==> config.mk <==
export PLATFORM = sky130hd
export DESIGN_NAME = ovf_count_filter
export DESIGN_NICKNAME = d
export VERILOG_FILES = /design/src/rtl/ovf_count_filter.sv
export SDC_FILE = /design/constraint.sdc
export NUM_CORES = 1
export LEC_CHECK = 0
export BUFFER_PORTS_ARGS = -buffer_cell sky130_fd_sc_hd__buf_2
export CAP_MARGIN = 10
export CELL_PAD_IN_SITES_DETAIL_PLACEMENT = 0
export CELL_PAD_IN_SITES_GLOBAL_PLACEMENT = 1
export CORE_ASPECT_RATIO = 1.1
export CORE_MARGIN = 3
export CORE_UTILIZATION = 39
export CTS_BUF_LIST = sky130_fd_sc_hd__clkbuf_2 sky130_fd_sc_hd__clkbuf_4 sky130_fd_sc_hd__clkbuf_8
export DETAILED_ROUTE_END_ITERATION = 12
export PLACE_DENSITY_LB_ADDON = 0.1
export RECOVER_POWER = 25
export SYNTH_ARGS = -nofsm -noshare
export SYNTH_HDL_FRONTEND = slang
export SYNTH_SLANG_ARGS = --single-unit
==> constraint.sdc <==
create_clock -name clk -period 10.15 [get_ports clk]
set_clock_uncertainty 0.15 [all_clocks]
set_input_delay 1.015 -clock clk [delete_from_list [all_inputs] [get_ports clk]]
set_output_delay 1.015 -clock clk [all_outputs]
set_load 0.01 [all_outputs]
==> src/rtl/ovf_count_filter.sv <==
module ovf_count_filter #(
  parameter int ADDR_W  = 16,
  parameter int NUM_CTR = 4,
  parameter int CTR_W   = 4,
  parameter int IDX_LSB = 2
) (
  input  logic              clk,
  input  logic              rst_n,
  input  logic              acq_valid,
  input  logic [ADDR_W-1:0] acq_addr,
  input  logic              acq_hit,
  input  logic              table_full,
  output logic              acq_alloc,
  output logic              acq_fallback,
  input  logic              rel_valid,
  input  logic [ADDR_W-1:0] rel_addr,
  input  logic              rel_hit,
  input  logic              fin_valid,
  input  logic [ADDR_W-1:0] fin_addr,
  input  logic              bulk_valid,
  input  logic [ADDR_W-1:0] bulk_addr,
  input  logic [CTR_W-1:0]  bulk_count,
  output logic              err_sticky
);
  localparam int IDX_W = $clog2(NUM_CTR);
  localparam int SUM_W = CTR_W + 2;
  localparam logic [SUM_W-1:0] CMAX = SUM_W'((1 << CTR_W) - 1);

  logic [CTR_W-1:0] cnt [NUM_CTR];
  logic [NUM_CTR-1:0] under;

  wire [IDX_W-1:0] a_idx = acq_addr[IDX_LSB +: IDX_W];
  wire [IDX_W-1:0] r_idx = rel_addr[IDX_LSB +: IDX_W];
  wire [IDX_W-1:0] f_idx = fin_addr[IDX_LSB +: IDX_W];
  wire [IDX_W-1:0] b_idx = bulk_addr[IDX_LSB +: IDX_W];

  wire miss = acq_valid && !acq_hit;
  assign acq_alloc    = miss && !table_full && (cnt[a_idx] == '0);
  assign acq_fallback = miss && !acq_alloc;
  wire rel_sw = rel_valid && !rel_hit;

  for (genvar i = 0; i < NUM_CTR; i++) begin : g_ctr
    logic [SUM_W-1:0] plus, minus, total;
    logic [CTR_W-1:0] nxt;
    always_comb begin
      plus  = SUM_W'(acq_fallback && a_idx == IDX_W'(i))
            + ((bulk_valid && b_idx == IDX_W'(i)) ? SUM_W'(bulk_count) : '0);
      minus = SUM_W'(rel_sw && r_idx == IDX_W'(i))
            + SUM_W'(fin_valid && f_idx == IDX_W'(i));
      total = SUM_W'(cnt[i]) + plus;
      under[i] = total < minus;
      if (under[i])                nxt = '0;
      else if (total - minus > CMAX) nxt = CMAX[CTR_W-1:0];
      else                         nxt = CTR_W'(total - minus);
    end
    always_ff @(posedge clk) begin
      if (!rst_n) cnt[i] <= '0;
      else        cnt[i] <= nxt;
    end
  end

  always_ff @(posedge clk) begin
    if (!rst_n)       err_sticky <= 1'b0;
    else if (|under)  err_sticky <= 1'b1;
  end
endmodule

==> metrics.json, run 1 <==
{
  "run_status": "finished clean",
  "synthesis.yosys.warnings": 0,
  "die_height_um": 81.1,
  "maximum_number_of_pins_on_one_net_before_global_route_repair": 12,
  "totalNegativeSetupSlack_ns": 0,
  "clkTransAtPathRegs_ns": 0.08,
  "detailroute.via_count": 1752,
  "drtAntennaViolNets": 0,
  "fill_cells": 493,
  "drt_iter0_markers": 94,
  "postSynth.asyncResetShare": 0,
  "drt-wirelength-per-cell_um": 14.2,
  "data_arrival_time_of_the_critical_path_ns": 4.32,
  "final_hold_vios": 0,
  "multi_input_area_mm2": 0.00154,
  "proportion_of_netlist_area_held_by_the_largest_area_contributor": 0.170,
  "drv.max_cap_violation_count": 0,
  "cell_row_count": 26,
  "min_from": "err_sticky$_SDFFE_PN0P_",
  "synth_flop_cell": "sky130_fd_sc_hd__dfxtp_1",
  "cts_setup_buffers": 0,
  "total_leakage_power_nw": 1.02,
  "timing.critical_path.from_type": "input port",
  "numCtsBuffers": 3,
  "clk_latency_ns": 0.26,
  "gp_congestion": 0.753,
  "met3_length_um": 204,
  "synthMostInstantiatedCell": "sky130_fd_sc_hd__inv_1",
  "min_path_cells": 2,
  "antennaDiodeCount": 0,
  "cts-htree-levels": 1,
  "r2r_end": "cnt[1][0]$_SDFF_PN0_",
  "report.power.total_uw": 450,
  "data_required_time_at_the_worst_endpoint_ns": 10.16,
  "cts.sinks": 17,
  "die_w_um": 74.3,
  "synth_enable_flop_cells": 0,
  "crit_path_end_kind": "flip-flop",
  "number_of_antenna_violations_at_the_first_check_in_global_routing": 0,
  "mapped_cell_area_mm2": 0.00200,
  "synthCells": 247,
  "route.detailed.vias_per_inst": 5.34,
  "ioPinCount": 80,
  "synth_seq_cells": 17,
  "path_class": "in2reg",
  "route.layer.met1.wl_mm": 2.39,
  "timing.final.ws_setup_ns": 5.85,
  "top_cell_type_by_total_area_after_synthesis": "sky130_fd_sc_hd__dfxtp_1",
  "global_route_wire_length_before_repair_mm": 7.68,
  "dr_wl_met2_mm": 2.03,
  "place_hpwl_mm": 3.98,
  "place_worst_setup_slack_ns": 5.58,
  "dieArea_mm2": 0.00603,
  "holdPathEnd": "err_sticky$_SDFFE_PN0P_",
  "synthDistinctLibCells": 45,
  "core_region_mm2": 0.00481,
  "r2r_setup_slack_ns": 6.27,
  "detail_route.wirelength_mm": 4.64,
  "post_route_cells_drive_above_1_share": 0.114,
  "cts-hold-fix-buffers": 0,
  "achievable-frequency_mhz": 232,
  "path_max_fanout": 6,
  "worstMarginPinSlew_ns": 0.486,
  "vdd_ir_drop_max_uv": 111,
  "r2r_cells": 14,
  "timing.final.setup_violations": 0,
  "drcViolationCount": 0,
  "dr.max_layer_used": "met4",
  "synthToLayoutAreaGrowth_pct": 11.0,
  "synthTopCellsByArea": "sky130_fd_sc_hd__dfxtp_1, sky130_fd_sc_hd__ha_1, sky130_fd_sc_hd__fa_1, sky130_fd_sc_hd__nand2b_1, sky130_fd_sc_hd__inv_1",
  "drtPass1Iterations": 4,
  "timing.hold.ws_ns": 0.464,
  "timing.final.max_slew_violations": 0,
  "post_synth.cell_area_avg_um2": 8.10,
  "reg2reg_from": "cnt[0][2]$_SDFF_PN0_",
  "cts_max_path_buffers": 2,
  "grt_setup_unrepaired": "no",
  "cts_tree": "built",
  "hold_class": "reg2reg",
  "seqCellArea_um2": 340,
  "port_buffers": 23,
  "finish.net_count": 386,
  "period_minus_slack_ns": 4.30,
  "track_usage": 0.167,
  "final_min_period_over_clock_period": 0.424,
  "power_per_unit_of_standard_cell_area_mw_per_mm2": 202,
  "globalRouteOverflowTotal": 0,
  "post_cts.resized_instances": 0,
  "first_global_vias": 1662,
  "synth_nets": 360,
  "start_util": 0.416,
  "postLayoutCoreUtil": 0.462,
  "slew_headroom": 0.674,
  "synth.top_cells.by_count": "sky130_fd_sc_hd__inv_1, sky130_fd_sc_hd__ha_1, sky130_fd_sc_hd__nand2b_1",
  "synth-seq-area-share": 0.170,
  "cts.root.buffer_cell": "sky130_fd_sc_hd__clkbuf_8"
}
## critical path, stage by stage
cell                       delay, ns
sky130_fd_sc_hd__clkbuf_1       0.15
sky130_fd_sc_hd__nor3_1         0.26
sky130_fd_sc_hd__nand2_1        0.08
sky130_fd_sc_hd__a311o_1        0.37
sky130_fd_sc_hd__nand3b_1       0.18
sky130_fd_sc_hd__nor3b_1        0.09
sky130_fd_sc_hd__fa_1           0.38
sky130_fd_sc_hd__inv_1          0.08
sky130_fd_sc_hd__fa_1           0.45
sky130_fd_sc_hd__inv_1          0.08
sky130_fd_sc_hd__ha_1           0.22
sky130_fd_sc_hd__nor2b_1        0.13
sky130_fd_sc_hd__nor3_1         0.35
sky130_fd_sc_hd__a21oi_1        0.16
sky130_fd_sc_hd__a221oi_1       0.30
## routing by layer
layer	GRT usage	vias up
met3	0.0347	2
met1	0.242	799
met4	0.0214	0
li1	-	918
met2	0.262	33
met5	0	-
## final cells by class
class,count,share of cell area
clock buffers,3,0.0186
clock inverters,1,0.00225
inverters,30,0.0507
multi-input cells,198,0.694
flip-flops and latches,17,0.153
well taps,56,0.0315
repair buffers,23,0.0501
## layout by cell type, fill, tap and decap left out, types with 2 or more instances in the layout
master and count:
sky130_fd_sc_hd__o31a_1 2, sky130_fd_sc_hd__inv_2 2, sky130_fd_sc_hd__clkbuf_8 3, sky130_fd_sc_hd__o31ai_1 2, sky130_fd_sc_hd__fa_1 12, sky130_fd_sc_hd__xnor2_1 3
sky130_fd_sc_hd__or3_1 2, sky130_fd_sc_hd__nor2_1 17, sky130_fd_sc_hd__o21ai_1 3, sky130_fd_sc_hd__o21a_1 2, sky130_fd_sc_hd__ha_1 24, sky130_fd_sc_hd__o21ai_0 6
sky130_fd_sc_hd__nand2b_1 19, sky130_fd_sc_hd__buf_2 20, sky130_fd_sc_hd__clkbuf_1 3, sky130_fd_sc_hd__nor2b_1 12, sky130_fd_sc_hd__a221oi_1 6, sky130_fd_sc_hd__inv_1 28
sky130_fd_sc_hd__dfxtp_1 17, sky130_fd_sc_hd__and2_1 3, sky130_fd_sc_hd__or2_1 4, sky130_fd_sc_hd__nand2_1 14, sky130_fd_sc_hd__nand3_1 4, sky130_fd_sc_hd__a21oi_2 2
sky130_fd_sc_hd__a31oi_1 5, sky130_fd_sc_hd__and3b_1 4, sky130_fd_sc_hd__a21o_1 2, sky130_fd_sc_hd__a21oi_1 12, sky130_fd_sc_hd__xor2_1 3, sky130_fd_sc_hd__nand4_1 2
sky130_fd_sc_hd__nor3b_1 4, sky130_fd_sc_hd__or2_2 2, sky130_fd_sc_hd__and3_1 5, sky130_fd_sc_hd__nor3_1 6, sky130_fd_sc_hd__nor4_1 3, sky130_fd_sc_hd__a2111oi_0 2
## cells by family (layout without fill, tap and decap cells)
kind of cell / Yosys count / after routing / share of synthesized area
DFF: 17 / 17 / 0.170
buffers and inverters: 32 / 57 / 0.0600
AOI/OAI and AO/OA: 51 / 51 / 0.174
xor gates and xnor gates: 7 / 7 / 0.0344
muxes: 1 / 1 / 0.00500
adders and majority gates: 36 / 36 / 0.270
and+or+nand+nor: 103 / 103 / 0.286
## how the worst max path moves through the flow
stage	start	endpoint	slack, ns	cells past startpoint
floorplan	acq_addr[3]	cnt[1][0]$_SDFF_PN0_	6.12	14
global placement	acq_addr[3]	cnt[1][0]$_SDFF_PN0_	5.60	15
detailed placement	acq_addr[3]	cnt[1][0]$_SDFF_PN0_	5.58	15
CTS	acq_addr[3]	cnt[1][0]$_SDFF_PN0_	5.84	15
global route	acq_addr[3]	cnt[1][0]$_SDFF_PN0_	5.54	15
finish	acq_addr[3]	cnt[1][0]$_SDFF_PN0_	5.85	15
## stage by stage
step | cell area, µm² | std cells
2_1_floorplan | 2000 | 247
3_3_place_gp | 2180 | 324
3_5_place_dp | 2180 | 324
4_1_cts | 2230 | 328
5_1_grt | 2220 | 328
6_report | 2220 | 328
## where the power goes
group | internal [mW] | switching (mW) | total (mW)
registers | 0.0999 | 0.0245 | 0.124
logic | 0.125 | 0.146 | 0.271
clock network | 0.0273 | 0.0266 | 0.0539
total | 0.252 | 0.197 | 0.450
## state kept, by name, indices dropped and copies added (netlist names)
name / flops
cnt: 16
err_sticky: 1
Power figures use the tool's default switching activity.
==> run 2, diff against run 1 <==
--- a/config.mk
+++ b/config.mk
@@ -11,7 +11,7 @@
 export CELL_PAD_IN_SITES_GLOBAL_PLACEMENT = 1
 export CORE_ASPECT_RATIO = 1.1
 export CORE_MARGIN = 3
-export CORE_UTILIZATION = 39
+export CORE_UTILIZATION = 32
 export CTS_BUF_LIST = sky130_fd_sc_hd__clkbuf_2 sky130_fd_sc_hd__clkbuf_4 sky130_fd_sc_hd__clkbuf_8
 export DETAILED_ROUTE_END_ITERATION = 12
 export PLACE_DENSITY_LB_ADDON = 0.1
==> constraint.sdc (replaced) <==
create_clock -name clk -period 3.6 [get_ports clk]
set_clock_uncertainty 0.15 [all_clocks]
set_input_delay 0.36 -clock clk [delete_from_list [all_inputs] [get_ports clk]]
set_output_delay 0.36 -clock clk [all_outputs]
set_load 0.01 [all_outputs]
==> metrics.json, run 2 (synthesis gave the netlist of run 1 again) <==
{
  "data_arrival_time_of_the_critical_path": {"value": 3.67, "unit": "ns", "change": "-0.65 ns"},
  "grt_setup_unrepaired": "yes",
  "holdPathEnd": "cnt[0][0]$_SDFF_PN0_",
  "power_frac_seq": {"value": 0.197, "change": "-0.080"},
  "finish.net_count": {"value": 420, "change": "+8.8%"},
  "worst_path_largest_cell_delay": {"value": 0.46, "unit": "ns", "change": "about the same"},
  "cts_max_path_buffers": {"value": 2, "change": "unchanged"},
  "cts_tree": "built",
  "achievable-frequency_mhz": 272,
  "track_usage": {"value": 0.163, "change": "-0.00404"},
  "ioPinCount": {"value": 80, "change": "unchanged"},
  "cts-htree-levels": {"value": 1, "change": "unchanged"},
  "p_clk_frac": {"value": 0.082, "change": "-0.038"},
  "drtAntennaViolNets": {"value": 0, "change": "unchanged"},
  "port_buffers": {"value": 23, "change": "unchanged"},
  "detailroute.via_count": {"value": 1887, "change": "+7.7%"},
  "path_class": "reg2reg",
  "final_min_period_over_clock_period": 1.02,
  "dieArea": {"value": 0.00724, "unit": "mm²", "change": "+20%"},
  "timing.final.setup_violations": {"value": 8, "change": "+8"},
  "drv.max_cap_violation_count": {"value": 0, "change": "unchanged"},
  "min_path_cells": {"value": 3, "change": "+1"},
  "numCtsBuffers": {"value": 3, "change": "unchanged"},
  "timing.final.max_slew_violations": {"value": 0, "change": "unchanged"},
  "seqCellArea": {"value": 344, "unit": "µm²", "change": "+1.1%"},
  "path_max_fanout": {"value": 4, "change": "-2"},
  "core_region": {"value": 0.00591, "unit": "mm²", "change": "+23%"},
  "drt-wirelength-per-cell": {"value": 14.2, "unit": "µm", "change": "+0.30%"},
  "critPathMostFrequentCell": "sky130_fd_sc_hd__fa_2",
  "most-common-layout-cells": "sky130_fd_sc_hd__buf_4, sky130_fd_sc_hd__buf_2, sky130_fd_sc_hd__ha_1",
  "worstMarginPinSlew": {"value": 0.682, "unit": "ns", "change": "+0.197 ns"},
  "detail_route.wirelength": {"value": 5.44, "unit": "mm", "change": "+17%"},
  "antennaDiodeCount": {"value": 0, "change": "unchanged"},
  "global_route_wire_length_before_repair": {"value": 9.03, "unit": "mm", "change": "+18%"},
  "violations": "negative setup slack",
  "cts.sinks": {"value": 17, "change": "unchanged"},
  "die_height": {"value": 89.0, "unit": "µm", "change": "+9.6%"},
  "die_w": {"value": 81.4, "unit": "µm", "change": "+9.6%"},
  "r2r_setup_slack": {"value": -0.07, "unit": "ns", "change": "-6.34 ns"},
  "gp_congestion": {"value": 0.741, "change": "-1.6%"},
  "reg2reg_from": "cnt[2][0]$_SDFF_PN0_",
  "vdd_ir_drop_max": {"value": 293, "unit": "µV", "change": "+160%"},
  "maximum_number_of_pins_on_one_net_before_global_route_repair": {"value": 12, "change": "unchanged"},
  "data_required_time_at_the_worst_endpoint": {"value": 3.60, "unit": "ns", "change": "-6.56 ns"},
  "number_of_flip_flops_under_the_largest_register_name": {"value": 16, "change": "unchanged"},
  "timing.critical_path.slowest_stage_cell": "sky130_fd_sc_hd__fa_2",
  "timing.critical_path.from_type": "flip-flop",
  "drt_iter0_markers": {"value": 25, "change": "-73%"},
  "place_hpwl": {"value": 4.31, "unit": "mm", "change": "+8.2%"},
  "number_of_antenna_violations_at_the_first_check_in_global_routing": {"value": 0, "change": "unchanged"},
  "multi_input_area": {"value": 0.00192, "unit": "mm²", "change": "+24%"},
  "totalNegativeSetupSlack": {"value": -0.242, "unit": "ns", "change": "-0.242 ns"},
  "start_util": {"value": 0.338, "change": "-0.0773"},
  "comb_power_share": {"value": 0.721, "change": "+0.117"},
  "max_flop_register": "cnt",
  "switching_power": {"value": 768, "unit": "µW", "change": "+290%"},
  "post_route_cells_drive_above_1_share": {"value": 0.444, "change": "+0.330"},
  "timing.hold.ws": {"value": 0.281, "unit": "ns", "change": "-0.183 ns"},
  "clkTransAtPathRegs": {"value": 0.07, "unit": "ns", "change": "about the same"},
  "cell_row_count": {"value": 29, "change": "+12%"},
  "hold_class": "in2reg",
  "cell_internal_pwr": {"value": 1.09, "unit": "mW", "change": "+330%"},
  "r2r_cells": {"value": 13, "change": "-1"},
  "period_minus_slack_ns": 3.67,
  "crit_path_end_kind": "flip-flop",
  "globalRouteOverflowTotal": {"value": 0, "change": "unchanged"},
  "power_per_unit_of_standard_cell_area": {"value": 639, "unit": "mW/mm²", "change": "+220%"},
  "r2r_end": "cnt[2][0]$_SDFF_PN0_",
  "synthToLayoutAreaGrowth_pct": 45.2,
  "total_leakage_power": {"value": 1.27, "unit": "nW", "change": "+25%"},
  "min_from": "rst_n",
  "route.detailed.vias_per_inst": {"value": 4.93, "change": "-7.8%"},
  "timing.final.ws_setup": {"value": -0.0736, "unit": "ns", "change": "-5.92 ns"},
  "layout_commonest_cell": "sky130_fd_sc_hd__buf_4",
  "worstPathCellList": "nor4_4 > o22ai_2 > a311o_1 > nand3b_1 > buf_6 > nor2_2 > fa_2 > inv_2 > fa_2 > fa_2 > and2_4 > and2_4 > a221oi_2",
  "cts.root.buffer_cell": "sky130_fd_sc_hd__clkbuf_8",
  "largestRegisters": "cnt: 16 flops, err_sticky: 1 flops",
  "final_hold_vios": {"value": 0, "change": "unchanged"},
  "slew_headroom": {"value": 0.542, "change": "-0.132"},
  "fill_cells": {"value": 590, "change": "+20%"},
  "drcViolationCount": {"value": 0, "change": "unchanged"},
  "drtPass1Iterations": {"value": 4, "change": "unchanged"},
  "clk_latency": {"value": 0.25, "unit": "ns", "change": "about the same"},
  "switching_share": {"value": 0.413, "change": "-0.0256"},
  "run_status": "finished with violations",
  "first_global_vias": {"value": 1961, "change": "+18%"}
}
==> run 2: per-layer routing <==
metal | GRT usage | wire length (µm) | up-vias
met3 | 0.0323 | 135 | 4
met1 | 0.195 | 2390 | 889
li1 | - | - | 980
met2 | 0.304 | 2880 | 14
met5 | 0 | 0 | -
met4 | 0.0246 | 32 | 0
==> run 2: worst max-delay path by stage <==
stage | start | end | slack, ns | depth (start not counted)
2_1_floorplan | cnt[2][2]$_SDFF_PN0_ | cnt[1][0]$_SDFF_PN0_ | 0.19 | 14
3_3_place_gp | cnt[0][2]$_SDFF_PN0_ | cnt[3][1]$_SDFF_PN0_ | -0.34 | 13
3_5_place_dp | cnt[0][2]$_SDFF_PN0_ | cnt[3][0]$_SDFF_PN0_ | -0.28 | 16
4_1_cts | cnt[0][0]$_SDFF_PN0_ | cnt[3][2]$_SDFF_PN0_ | -0.10 | 18
5_1_grt | cnt[2][0]$_SDFF_PN0_ | cnt[3][2]$_SDFF_PN0_ | -0.21 | 17
6_report | cnt[2][0]$_SDFF_PN0_ | cnt[2][0]$_SDFF_PN0_ | -0.07 | 13
==> run 2: worst max-delay path, delay by kind of cell, from the launching register on <==
kind	cells	cell delay, ns
adder cells (fa/ha/maj)	3	1.25
AND/OR/NAND/NOR	5	0.88
AO/OA/AOI/OAI	3	0.75
flip-flops	1	0.34
buffers and inverters	2	0.20
==> run 2: timing repair <==
item,4_1_cts,5_1_grt
pin swaps,26,27
endpoints found under the setup margin,17,17
resized for setup,46,43
buffers inserted,6,4
hold buffers,0,0
==> run 2: final cells by class <==
cell class | instances | share of cell area
tap | 77 | 0.0331
multi-input combinational | 198 | 0.659
clock buffer | 4 | 0.0168
inverter | 30 | 0.0387
sequential | 17 | 0.118
timing repair buffer | 57 | 0.133
==> run 2: through the flow <==
stage,instance area (µm²),power [mW],utilization,instances,setup WS (ns)
finish,2910,1.86,0.491,383,-0.0736
global route,2910,2.02,0.491,383,-0.209
CTS,2660,1.62,0.449,380,-0.103
detailed placement,2390,1.27,0.405,370,-0.284
global placement,2390,1.28,0.405,370,-0.340
floorplan,2000,0.941,-,247,0.195
==> run 2: power groups by stage <==
stage	combinational [mW]	sequential, mW	clock, mW
detailed placement	0.933	0.340	0
floorplan	0.605	0.336	0
CTS	1.12	0.343	0.158
global placement	0.938	0.341	0
finish	1.34	0.367	0.152
global route	1.48	0.377	0.168
==> run 3, diff against run 2 <==
--- a/config.mk
+++ b/config.mk
@@ -5,6 +5,7 @@
 export SDC_FILE = /design/constraint.sdc
 export NUM_CORES = 1
 export LEC_CHECK = 0
+export ABC_CLOCK_PERIOD_IN_PS = 3600
 export BUFFER_PORTS_ARGS = -buffer_cell sky130_fd_sc_hd__buf_2
 export CAP_MARGIN = 10
 export CELL_PAD_IN_SITES_DETAIL_PLACEMENT = 0
@@ -15,7 +16,7 @@
 export CTS_BUF_LIST = sky130_fd_sc_hd__clkbuf_2 sky130_fd_sc_hd__clkbuf_4 sky130_fd_sc_hd__clkbuf_8
 export DETAILED_ROUTE_END_ITERATION = 12
 export PLACE_DENSITY_LB_ADDON = 0.1
-export RECOVER_POWER = 25
+export SLEW_MARGIN = 0
 export SYNTH_ARGS = -nofsm -noshare
 export SYNTH_HDL_FRONTEND = slang
 export SYNTH_SLANG_ARGS = --single-unit
==> metrics.json, run 3 (synthesis gave the netlist of run 1 again) <==
{
  "cts-htree-levels": {"value": 1, "change": "unchanged"},
  "post_route_cells_drive_above_1_share": {"value": 0.448, "change": "+0.00327"},
  "route.detailed.vias_per_inst": {"value": 4.93, "change": "unchanged"},
  "antennaDiodeCount": {"value": 0, "change": "unchanged"},
  "timing.critical_path.from_type": "flip-flop",
  "dr.max_layer_used": "met4",
  "cts_tree": "built",
  "detail_route.wirelength": {"value": 5.44, "unit": "mm", "change": "about the same"},
  "global_route_wire_length_before_repair": {"value": 9.03, "unit": "mm", "change": "unchanged"},
  "timing.final.setup_violations": {"value": 8, "change": "unchanged"},
  "report.power.total": {"value": 1.86, "unit": "mW", "change": "about the same"},
  "clk_latency": {"value": 0.25, "unit": "ns", "change": "about the same"},
  "path_max_fanout": {"value": 4, "change": "unchanged"},
  "crit_family": "adder cells",
  "number_of_flip_flops_under_the_largest_register_name": {"value": 16, "change": "unchanged"},
  "period_minus_slack": {"value": 3.67, "unit": "ns", "change": "unchanged"},
  "drt_iter0_markers": {"value": 25, "change": "unchanged"},
  "timing.final.max_slew_violations": {"value": 0, "change": "unchanged"},
  "number_of_antenna_violations_at_the_first_check_in_global_routing": {"value": 0, "change": "unchanged"},
  "most-common-layout-cells": "sky130_fd_sc_hd__buf_4, sky130_fd_sc_hd__buf_2, sky130_fd_sc_hd__ha_1",
  "detailed_place.area": {"value": 0.00239, "unit": "mm²", "change": "unchanged"},
  "port_buffers": {"value": 23, "change": "unchanged"},
  "largestRegisters": "cnt: 16 flops, err_sticky: 1 flops",
  "globalRouteOverflowTotal": {"value": 0, "change": "unchanged"},
  "drtAntennaViolNets": {"value": 0, "change": "unchanged"},
  "drt-wirelength-per-cell": {"value": 14.2, "unit": "µm", "change": "about the same"},
  "dr_wl_met2": {"value": 2.88, "unit": "mm", "change": "unchanged"},
  "grt_setup_unrepaired": "yes",
  "place_hpwl": {"value": 4.31, "unit": "mm", "change": "unchanged"},
  "run_status": "finished with violations",
  "die_w": {"value": 81.4, "unit": "µm", "change": "unchanged"},
  "drtPass1Iterations": {"value": 4, "change": "unchanged"},
  "drcViolationCount": {"value": 0, "change": "unchanged"},
  "violations": "negative setup slack",
  "detailroute.via_count": {"value": 1887, "change": "unchanged"},
  "start_util": {"value": 0.338, "change": "unchanged"},
  "final_min_period_over_clock_period": {"value": 1.02, "change": "unchanged"},
  "cts.sinks": {"value": 17, "change": "unchanged"},
  "critical_path_buf_inv_count": {"value": 2, "change": "unchanged"},
  "ioPinCount": {"value": 80, "change": "unchanged"},
  "achievable-frequency": {"value": 272, "unit": "MHz", "change": "unchanged"},
  "synthToLayoutAreaGrowth": {"value": 45.3, "unit": "%", "change": "about the same"},
  "worstMarginPinSlew": {"value": 0.682, "unit": "ns", "change": "unchanged"},
  "data_arrival_time_of_the_critical_path": {"value": 3.67, "unit": "ns", "change": "about the same"},
  "track_usage": {"value": 0.163, "change": "unchanged"},
  "finish.net_count": {"value": 420, "change": "unchanged"},
  "timing.critical_path.slowest_stage_cell": "sky130_fd_sc_hd__fa_2",
  "drv.max_cap_violation_count": {"value": 0, "change": "unchanged"},
  "max_flop_register": "cnt",
  "cell_row_count": {"value": 29, "change": "unchanged"},
  "clkTransAtPathRegs": {"value": 0.07, "unit": "ns", "change": "about the same"},
  "route.layer.met1.wl": {"value": 2.39, "unit": "mm", "change": "about the same"},
  "worst_path_largest_cell_delay": {"value": 0.46, "unit": "ns", "change": "about the same"},
  "die_height": {"value": 89.0, "unit": "µm", "change": "unchanged"},
  "fill_cells": {"value": 589, "change": "-0.17%"},
  "data_required_time_at_the_worst_endpoint": {"value": 3.60, "unit": "ns", "change": "about the same"},
  "slew_headroom": {"value": 0.542, "change": "unchanged"},
  "numCtsBuffers": {"value": 3, "change": "unchanged"},
  "dieArea": {"value": 0.00724, "unit": "mm²", "change": "unchanged"},
  "first_global_vias": {"value": 1961, "change": "unchanged"},
  "met3_length": {"value": 134, "unit": "µm", "change": "-0.74%"},
  "power_per_unit_of_standard_cell_area": {"value": 639, "unit": "mW/mm²", "change": "about the same"},
  "place_worst_setup_slack": {"value": -0.284, "unit": "ns", "change": "unchanged"},
  "totalNegativeSetupSlack": {"value": -0.242, "unit": "ns", "change": "-0.0000570 ns"},
  "crit_path_end_kind": "flip-flop",
  "path_class": "reg2reg",
  "worstPathCellList": "nor4_4 > o22ai_2 > a311o_1 > nand3b_1 > buf_6 > nor2_2 > fa_2 > inv_2 > fa_2 > fa_2 > and2_4 > and2_4 > a221oi_2",
  "timing.final.ws_setup": {"value": -0.0736, "unit": "ns", "change": "unchanged"},
  "layout_commonest_cell": "sky130_fd_sc_hd__buf_4",
  "core_region": {"value": 0.00591, "unit": "mm²", "change": "unchanged"},
  "critPathMostFrequentCell": "sky130_fd_sc_hd__fa_2",
  "finish.instance_area": {"value": 0.00291, "unit": "mm²", "change": "about the same"},
  "hold_class": "in2reg",
  "final_hold_vios": {"value": 0, "change": "unchanged"},
  "total_leakage_power": {"value": 1.28, "unit": "nW", "change": "+0.30%"},
  "cts-hold-fix-buffers": {"value": 0, "change": "unchanged"},
  "gp_congestion": {"value": 0.741, "change": "unchanged"},
  "maximum_number_of_pins_on_one_net_before_global_route_repair": {"value": 12, "change": "unchanged"},
  "cts.root.buffer_cell": "sky130_fd_sc_hd__clkbuf_8",
  "vdd_ir_drop_max": {"value": 293, "unit": "µV", "change": "about the same"},
  "timing.hold.ws": {"value": 0.281, "unit": "ns", "change": "unchanged"},
  "cts_max_path_buffers": {"value": 2, "change": "unchanged"}
}
run 3: changes by cell type in the layout (fill, tap and decap cells not counted):
cell / delta
sky130_fd_sc_hd__clkbuf_1: -1
sky130_fd_sc_hd__buf_2: +1
run 3: area by class of cell:
class / count / area, µm² / area share
multi-input cells: 198 / 1920 / 0.659
repair buffers: 57 / 389 / 0.134
clock buffers: 4 / 48.8 / 0.0168
flip-flops and latches: 17 / 344 / 0.118
well taps: 77 / 96.3 / 0.0331
inverters: 30 / 113 / 0.0387
run 3: worst reg2reg max path: cells and delay by family (launching register included):
kind | cells | cell delay (ns)
and+or+nand+nor | 5 | 0.89
buffers and inverters | 2 | 0.20
adders and majority gates | 3 | 1.25
AOI/OAI and AO/OA | 3 | 0.75
DFF | 1 | 0.34
run 3: path summary, 6_finish.rpt:
kind	slack, ns	to	cells after the start	from
max	-0.07	cnt[2][0]$_SDFF_PN0_	13	cnt[2][0]$_SDFF_PN0_
min	0.28	cnt[0][0]$_SDFF_PN0_	3	rst_n
max reg2reg	-0.07	cnt[2][0]$_SDFF_PN0_	13	cnt[2][0]$_SDFF_PN0_
min reg2reg	0.48	err_sticky$_SDFFE_PN0P_	2	err_sticky$_SDFFE_PN0P_
run 3: layer usage:
| layer | vias to the layer above | global-route usage |
|---|---|---|
| met2 | 14 | 0.304 |
| met5 | - | 0 |
| met1 | 889 | 0.195 |
| li1 | 980 | - |
| met4 | 0 | 0.0246 |
| met3 | 4 | 0.0323 |
run 3: where the power goes:
part	switching (mW)	total [mW]	internal (mW)	leakage [nW]
Clock	0.0660	0.152	0.0861	0.0262
Sequential	0.0808	0.367	0.286	0.142
Combinational	0.621	1.34	0.719	1.11
Total	0.768	1.86	1.09	1.28
run 3: per-stage QoR:
stage / utilization / instances
6_report: 0.492 / 383
5_1_grt: 0.492 / 383
4_1_cts: 0.449 / 380
3_5_place_dp: 0.405 / 370
3_3_place_gp: 0.405 / 370
2_1_floorplan: - / 247
run 3: repair_timing:
item / in CTS / in global routing
pin swaps: 26 / 27
buffers inserted: 6 / 4
gates resized for setup: 46 / 43
endpoints found under the setup margin: 17 / 17
